<file path="src/rtl/tec_pkg.sv">
package tec_pkg;
    localparam int ADDR_W   = 5;
    localparam int DATA_W   = 16;
    localparam int LONG_W   = 2 * DATA_W;

    localparam logic [ADDR_W-1:0] A_FIXED   = 5'h16;
    localparam logic [ADDR_W-1:0] A_CRPAT_H = 5'h17;
    localparam logic [ADDR_W-1:0] A_CRPAT_L = 5'h18;
    localparam logic [ADDR_W-1:0] A_PRBS    = 5'h1D;

    localparam logic [DATA_W-1:0] RST_SHORT = 16'hFFFD;
    localparam logic [LONG_W-1:0] RST_LONG  = 32'hFFFF_FFFD;

    typedef enum logic {
        SNAP_EMPTY = 1'b0,
        SNAP_HELD  = 1'b1
    } snap_state_e;
endpackage

</file>
<file path="src/rtl/tec_split_snap.sv">
module tec_split_snap
    import tec_pkg::*;
(
    input  logic              clk,
    input  logic              rst_n,
    input  logic              capture_i,
    input  logic              drain_i,
    input  logic [DATA_W-1:0] low_i,
    output logic [DATA_W-1:0] lo_data_o,
    output snap_state_e       state_o,
    output logic [DATA_W-1:0] hold_o
);
    snap_state_e state_q, state_d;

    // next-state logic: T_CAPTURE and T_DRAIN
    always_comb begin
        state_d = state_q;
        unique case (state_q)
            SNAP_EMPTY: if (capture_i) state_d = SNAP_HELD;
            SNAP_HELD:  if (drain_i)   state_d = SNAP_EMPTY;
                        else if (capture_i) state_d = SNAP_HELD;
            default:    state_d = SNAP_EMPTY;
        endcase
    end

    // state register
    always_ff @(posedge clk or negedge rst_n) begin
        if (!rst_n) begin
            state_q <= SNAP_HELD;
        end else begin
            state_q <= state_d;
        end
    end

    // holding register
    always_ff @(posedge clk or negedge rst_n) begin
        if (!rst_n) begin
            hold_o <= RST_SHORT;
        end else if (capture_i) begin
            hold_o <= low_i;
        end else if (drain_i) begin
            hold_o <= '0;
        end
    end

    // outputs
    always_comb begin
        unique case (state_q)
            SNAP_HELD:  lo_data_o = hold_o;
            SNAP_EMPTY: lo_data_o = '0;
            default:    lo_data_o = '0;
        endcase
    end

    assign state_o = state_q;
endmodule

</file>
<file path="config.mk">
export PLATFORM = sky130hd
export DESIGN_NAME = tec_split_snap
export DESIGN_NICKNAME = d
export VERILOG_FILES = /design/src/rtl/tec_pkg.sv /design/src/rtl/tec_split_snap.sv
export SDC_FILE = /design/constraint.sdc
export NUM_CORES = 1
export LEC_CHECK = 0
export BUFFER_PORTS_ARGS = -buffer_cell sky130_fd_sc_hd__buf_2
export CELL_PAD_IN_SITES_DETAIL_PLACEMENT = 2
export CELL_PAD_IN_SITES_GLOBAL_PLACEMENT = 2
export CORE_MARGIN = 1
export CORE_UTILIZATION = 24
export CTS_BUF_LIST = sky130_fd_sc_hd__clkbuf_16
export CTS_CLUSTER_DIAMETER = 120
export DETAILED_ROUTE_END_ITERATION = 7
export GPL_ROUTABILITY_DRIVEN = 0
export PLACE_DENSITY = 0.79
export SYNTH_ARGS = -nofsm -noshare
export SYNTH_HDL_FRONTEND = slang
export SYNTH_SLANG_ARGS = --single-unit
export TNS_END_PERCENT = 30
</file>
<file path="constraint.sdc">
create_clock -name clk -period 1.25 [get_ports clk]
set_input_delay 0.375 -clock clk [delete_from_list [all_inputs] [get_ports clk]]
set_output_delay 0.375 -clock clk [all_outputs]
set_load 0.05 [all_outputs]
</file>
==> flow_summary_export.csv, run 1 <==
group,metric,value,unit
place,dp_hpwl,1979,um
die,core,0.003468,mm2
die,die_y,63.18,um
critical_path,crit_top_cell,"buf_8",
critical_path,cpMaxStageDelayCell,"dfstp_4",
clock_network,cts.clk_slew.worst_paths,0.05,ns
sta,maxSlewHeadroom,71.93,%
clock_network,cts-buffers-inserted,3,
routing,drc,0,
routing,first_pass_iters,4,
clock_network,clk_latency,0.25,ns
sta,rsz0062_at_grt,"true",
die,rows,21,
power,finalPower,2246,uW
sta,layout_setup_ws,-0.4613,ns
sta,setup_viol,32,
critical_path,r2r_slack,0.13,ns
sta,hold_viol,0,
clock_network,cts_tree,"built",
die,start_util,25.90,%
critical_path,path_max_fanout,8,
power,power_density,1298,mW/mm2
yosys,synth_fp_nets,105,
run,max_cap_viol_count,0,
yosys,syn_area,898.4,um2
critical_path,worst_setup_path_start_kind,"register",
hold_path,hold_class,"input pin to asynchronous set/reset pin",
die,die_w,63.18,um
place,dp.cells,184,
run_status,status,"finished, violations left",
clock_network,cts_max_level,1,
sta,worst_pin_slew,0.4210,ns
critical_path,cp.required,0.88,ns
clock_network,cts.sinks,17,
yosys,netlist-cell-type-count,16,
sta,drv_slew,0,
yosys,yosysWarnings,0,
place,portBuffers,52,
power,ir_worst_vdd,0.5202,mV
yosys,synth.ff_latch_count,17,
critical_path,end_kind,"output pin",
routing,vias,840,
routing,avgRoutedWirePerCell,16.94,um
critical_path,worst_ep_arrival_time,1.34,ns
sta,fmax,584.4,MHz
critical_path,r2r-start,"state_o$_DFF_PN1_",
yosys,syn-instance-count,85,
global_route,grt-ovfl-total,0,
critical_path,r2r_cells,4,
finish,diodes,0,
global_route,grtUsageTotal,18.03,%
routing,drtAntennaViolNets,0,
global_route,antenna_found_initial,0,
finish,area_growth,92.62,%
global_route,grt_max_degree,33,
finish,nets,167,
critical_path,path_class,"register to output pin",
sta,fin_worst_skew,0,ns
power,p_leak,0.0007758,uW
clock_network,clock_path_buffers,2,
critical_path,path_cells,"buf_8 -> and2_4 -> buf_8",
global_route,grt_pass1_vias,940,
run_status,failed_checks,"setup timing",
clock_network,ctsHoldBuffers,0,
critical_path,slowest_delay,0.66,ns
sta,period_share,136.9,%
yosys,postSynthAreaPerCell,10.57,um2
yosys,synth.yosys.seq_area_share,49.58,%
routing,drt-initial-drc-count,18,
die,pin_count,53,
finish,instances_no_fill,192,
clock_network,cts_root_buf,"clkbuf_16",
global_route,grt_pass1_wl,5375,um
critical_path,reg2reg_to,"state_o$_DFF_PN1_",
sta,period_minus_slack,1.711,ns
die,dieArea,0.003992,mm2
routing,via_per_inst,4.375,
critical_path,path_buf_inv,2,
routing,routed_wl,3252,um
finish,drive_above_1_share,80.82,%
critical_path,crit_family,"flip-flops",
-- layout by cell type (no fill, tap or decap), types with 2 or more instances in the layout --
| master | n |
|---|---|
| a22o_1 | 2 |
| and2_4 | 16 |
| buf_12 | 2 |
| buf_2 | 20 |
| buf_4 | 3 |
| buf_6 | 5 |
| buf_8 | 32 |
| clkbuf_16 | 3 |
| dfstp_2 | 15 |
| nand2_1 | 4 |
| nand2_2 | 10 |
| nand2b_1 | 14 |
| o21ai_0 | 3 |
| o21ai_2 | 10 |
-- per-layer routing --
metal | track usage (%) | part of all wire [%]
met1 | 21.87 | 40
met3 | 3.080 | 4.1
met5 | 0 | 0
met4 | 5.966 | 1.4
met2 | 31.99 | 55
-- worst max path at each step --
| stage | from | endpoint | slack [ns] | cells past startpoint |
|---|---|---|---|---|
| after CTS | state_o$_DFF_PN1_ | lo_data_o[6] | -0.44 | 3 |
| after detailed placement | state_o$_DFF_PN1_ | lo_data_o[12] | -0.27 | 2 |
| after floorplan | state_o$_DFF_PN1_ | lo_data_o[10] | -0.21 | 2 |
| final | state_o$_DFF_PN1_ | lo_data_o[5] | -0.46 | 3 |
| after global routing | state_o$_DFF_PN1_ | lo_data_o[5] | -0.49 | 3 |
| after global placement | state_o$_DFF_PN1_ | lo_data_o[15] | -0.26 | 2 |
-- through the flow --
stage          worst slack [ns]  util [%]  TNS, ns  instance area [um2]  hold WS [ns]
5_1_grt                 -0.4920     49.89   -9.709                 1730       0.07780
4_1_cts                 -0.4425     49.49   -8.731                 1717       0.06370
2_1_floorplan           -0.2107         -   -3.096                939.7       0.07941
6_report                -0.4613     49.89   -8.874                 1730       0.06069
3_5_place_dp            -0.2684     36.36   -4.264                 1261        0.3254
3_3_place_gp            -0.2559     36.36   -3.979                 1261        0.3154
-- registers in the layout, indices dropped and copies added (netlist names) --
register and flops:
hold_o 16, state_o 1
-- cell type report --
cell class | count | area, um2
Multi-Input combinational cell | 63 | 445.4
Clock buffer | 3 | 75.07
Sequential cell | 17 | 449.2
Fill cell | 357 | 1738
Timing Repair Buffer | 62 | 699.4
Clock inverter | 1 | 3.754
Tap cell | 46 | 57.56
-- report_power, final --
part | internal [uW] | total [uW] | leakage [uW] | switching (uW)
Sequential | 629 | 683 | 0.000180 | 54.1
Clock | 425 | 646 | 0.0000423 | 221
Combinational | 405 | 917 | 0.000553 | 512
Total | 1460 | 2250 | 0.000776 | 786
-- timing repair --
item,CTS,global route
gates resized for setup,103,5
setup buffers,4,0
setup endpoints to repair,33,33
-- logic make-up (layout without fill, tap and decap cells) --
logic type | Yosys count | in the layout | synth area share [%]
flip-flops | 17 | 17 | 49.58
AO/OA/AOI/OAI | 17 | 17 | 14.48
buffers and inverters | 5 | 66 | 5.292
AND/OR/NAND/NOR | 46 | 46 | 30.64
-- cell usage after synthesis --
library cell | instances | area share, %
a22o_1 | 2 | 2.0
buf_6 | 2 | 2.5
o21ai_2 | 10 | 9.7
and2_1 | 16 | 11
a21oi_1 | 1 | 0.56
dfstp_2 | 16 | 47
nand2_1 | 4 | 1.7
buf_8 | 1 | 1.7
nor2_1 | 1 | 0.42
buf_2 | 2 | 1.1
nand2_2 | 10 | 7.0
o21ai_1 | 1 | 0.56
dfrtp_1 | 1 | 2.8
o21ai_0 | 3 | 1.7
nand2b_1 | 14 | 9.7
nor2_2 | 1 | 0.70
Note: power is estimated with default switching activity, not from simulation.
==> run 2, diff against run 1 <==
--- a/config.mk
+++ b/config.mk
@@ -15,6 +15,8 @@
 export DETAILED_ROUTE_END_ITERATION = 7
 export GPL_ROUTABILITY_DRIVEN = 0
 export PLACE_DENSITY = 0.79
+export RECOVER_POWER = 100
+export SKIP_CTS_REPAIR_TIMING = 1
 export SYNTH_ARGS = -nofsm -noshare
 export SYNTH_HDL_FRONTEND = slang
 export SYNTH_SLANG_ARGS = --single-unit
==> run 2 against run 1 <==
Against the previous run: the flow still finishes with violations (setup timing); final area fell by 3.5%; non-clock buffer count fell by 1; hold slack improved by 0.21 ns; maximum frequency rose by 1.5%; core utilization fell by 1.8 points; critical endpoint is now lo_data_o[3].
==> flow_summary_export.csv, run 2 (synthesis results as in run 1) <==
group,metric,value,unit
clock_network,cts_root_buf,"clkbuf_16",
finish,largest_reg_flops,16,
power,power_density,1325,mW/mm2
run_status,status,"finished, violations left",
clock_network,cts-buffers-inserted,3,
global_route,met2_usage,25.27,%
routing,first_pass_iters,4,
global_route,use_met3,2.536,%
die,pin_count,53,
sta,setup_viol,32,
global_route,antenna_found_initial,0,
power,ir_worst_vdd,0.7404,mV
critical_path,end_kind,"output pin",
die,core,0.003468,mm2
finish,largest_register,"hold_o",
sta,hold_viol,0,
critical_path,reg2reg_to,"state_o$_DFF_PN1_",
sta,drv_slew,0,
critical_path,path_max_fanout,8,
sta,fin_worst_skew,0,ns
place,pre_cts_slack,-0.2684,ns
finish,area_growth,85.79,%
power,finalPower,2211,uW
critical_path,endpoint,"lo_data_o[3]",
critical_path,path_class,"register to output pin",
critical_path,r2r_cells,4,
global_route,met1_usage,15.78,%
run_status,failed_checks,"setup timing",
critical_path,r2r_slack,0.13,ns
clock_network,cts_max_level,1,
global_route,grt-ovfl-total,0,
place,portBuffers,52,
finish,layout.cells.most_common_list,"buf_8, buf_2, dfstp_2",
sta,worst_pin_slew,0.9889,ns
routing,via_per_inst,4.387,
die,start_util,25.90,%
finish,fillers,363,
die,die_y,63.18,um
die,die_w,63.18,um
routing,drtAntennaViolNets,0,
finish,diodes,0,
routing,routed_wl,3182,um
sta,layout_setup_ws,-0.4358,ns
finish,drive_above_1_share,74.48,%
finish,stdcell_area,0.001669,mm2
run,max_cap_viol_count,0,
routing,avgRoutedWirePerCell,16.66,um
sta,period_share,134.9,%
critical_path,cp.required,0.88,ns
clock_network,cts_tree,"built",
routing,drc,0,
routing,drt-initial-drc-count,33,
die,dieArea,0.003992,mm2
clock_network,clk_latency,0.25,ns
clock_network,clock_path_buffers,2,
routing,vias,838,
finish,post-route-util,48.12,%
sta,fmax,593.2,MHz
global_route,grt_pass1_wl,4209,um
sta,rsz0062_at_grt,"true",
finish,instances_no_fill,191,
critical_path,worst_setup_path_start_kind,"register",
clock_network,cts.sinks,17,
critical_path,r2r-start,"state_o$_DFF_PN1_",
sta,period_minus_slack,1.686,ns
power,p_leak,0.0007487,uW
place,dp_hpwl,1979,um
hold_path,hold_class,"input pin to asynchronous set/reset pin",
die,rows,21,
finish,final_common_cell,"buf_8",
global_route,grtUsageTotal,13.92,%
place,dp.cells,184,
finish,nets,166,
global_route,busiest_layer,"met2",
global_route,grt_max_degree,33,
place,place_area,0.001261,mm2
critical_path,critPathLaunch,"state_o$_DFF_PN1_",
clock_network,cts.clk_slew.worst_paths,0.06,ns
sta,maxSlewHeadroom,34.07,%
global_route,grt_pass1_vias,862,
critical_path,worst_ep_arrival_time,1.31,ns
[run 2: cell count changes in the layout (fill, tap and decap cells not counted), moves of 3 or more]
cell     delta
o21ai_0     +7
and2_4      -3
o21ai_2     -7
and2_2      +3
[run 2: cell type report]
| class | instances | area [um2] | area share (%) |
|---|---|---|---|
| timing repair buffer | 61 | 670.6 | 40.18 |
| sequential | 17 | 449.2 | 26.91 |
| multi-input combinational | 63 | 412.9 | 24.74 |
| clock buffer | 3 | 75.07 | 4.498 |
| tap | 46 | 57.56 | 3.448 |
| clock inverter | 1 | 3.754 | 0.2249 |
[run 2: layer usage]
metal | share of wire, % | up-vias
li1 | - | 391
met1 | 37 | 408
met2 | 56 | 33
met3 | 4.4 | 6
met4 | 2.3 | 0
met5 | 0 | -
[run 2: power by group]
| part | leakage, uW | internal, uW | total [uW] | switching [uW] |
|---|---|---|---|---|
| sequential | 0.000180 | 629 | 677 | 47.7 |
| clock | 0.0000423 | 425 | 650 | 224 |
| combinational | 0.000526 | 385 | 885 | 500 |
| total | 0.000749 | 1440 | 2210 | 773 |
[run 2: worst min-delay path by stage]
stage | depth (start not counted) | slack [ns] | startpoint | end
2_1_floorplan | 0 | 0.08 | rst_n | hold_o[1]$_DFFE_PN0P_
3_3_place_gp | 1 | 0.32 | rst_n | hold_o[1]$_DFFE_PN0P_
3_5_place_dp | 1 | 0.33 | rst_n | hold_o[1]$_DFFE_PN0P_
4_1_cts | 1 | 0.06 | rst_n | hold_o[1]$_DFFE_PN0P_
5_1_grt | 1 | 0.33 | rst_n | hold_o[1]$_DFFE_PN0P_
6_report | 1 | 0.27 | rst_n | hold_o[1]$_DFFE_PN0P_
[run 2: worst max-delay path, stage by stage, from the launching register on]
cell and delay [ns]:
dfstp_4 0.64, buf_8 0.13, and2_2 0.15, buf_6 0.15
[run 2: metrics by stage]
| step | hold slack [ns] | setup TNS [ns] |
|---|---|---|
| 3_3_place_gp | 0.3154 | -3.979 |
| 6_report | 0.2676 | -8.553 |
| 2_1_floorplan | 0.07941 | -3.096 |
| 5_1_grt | 0.3336 | -9.575 |
| 4_1_cts | 0.06370 | -11.84 |
| 3_5_place_dp | 0.3254 | -4.264 |
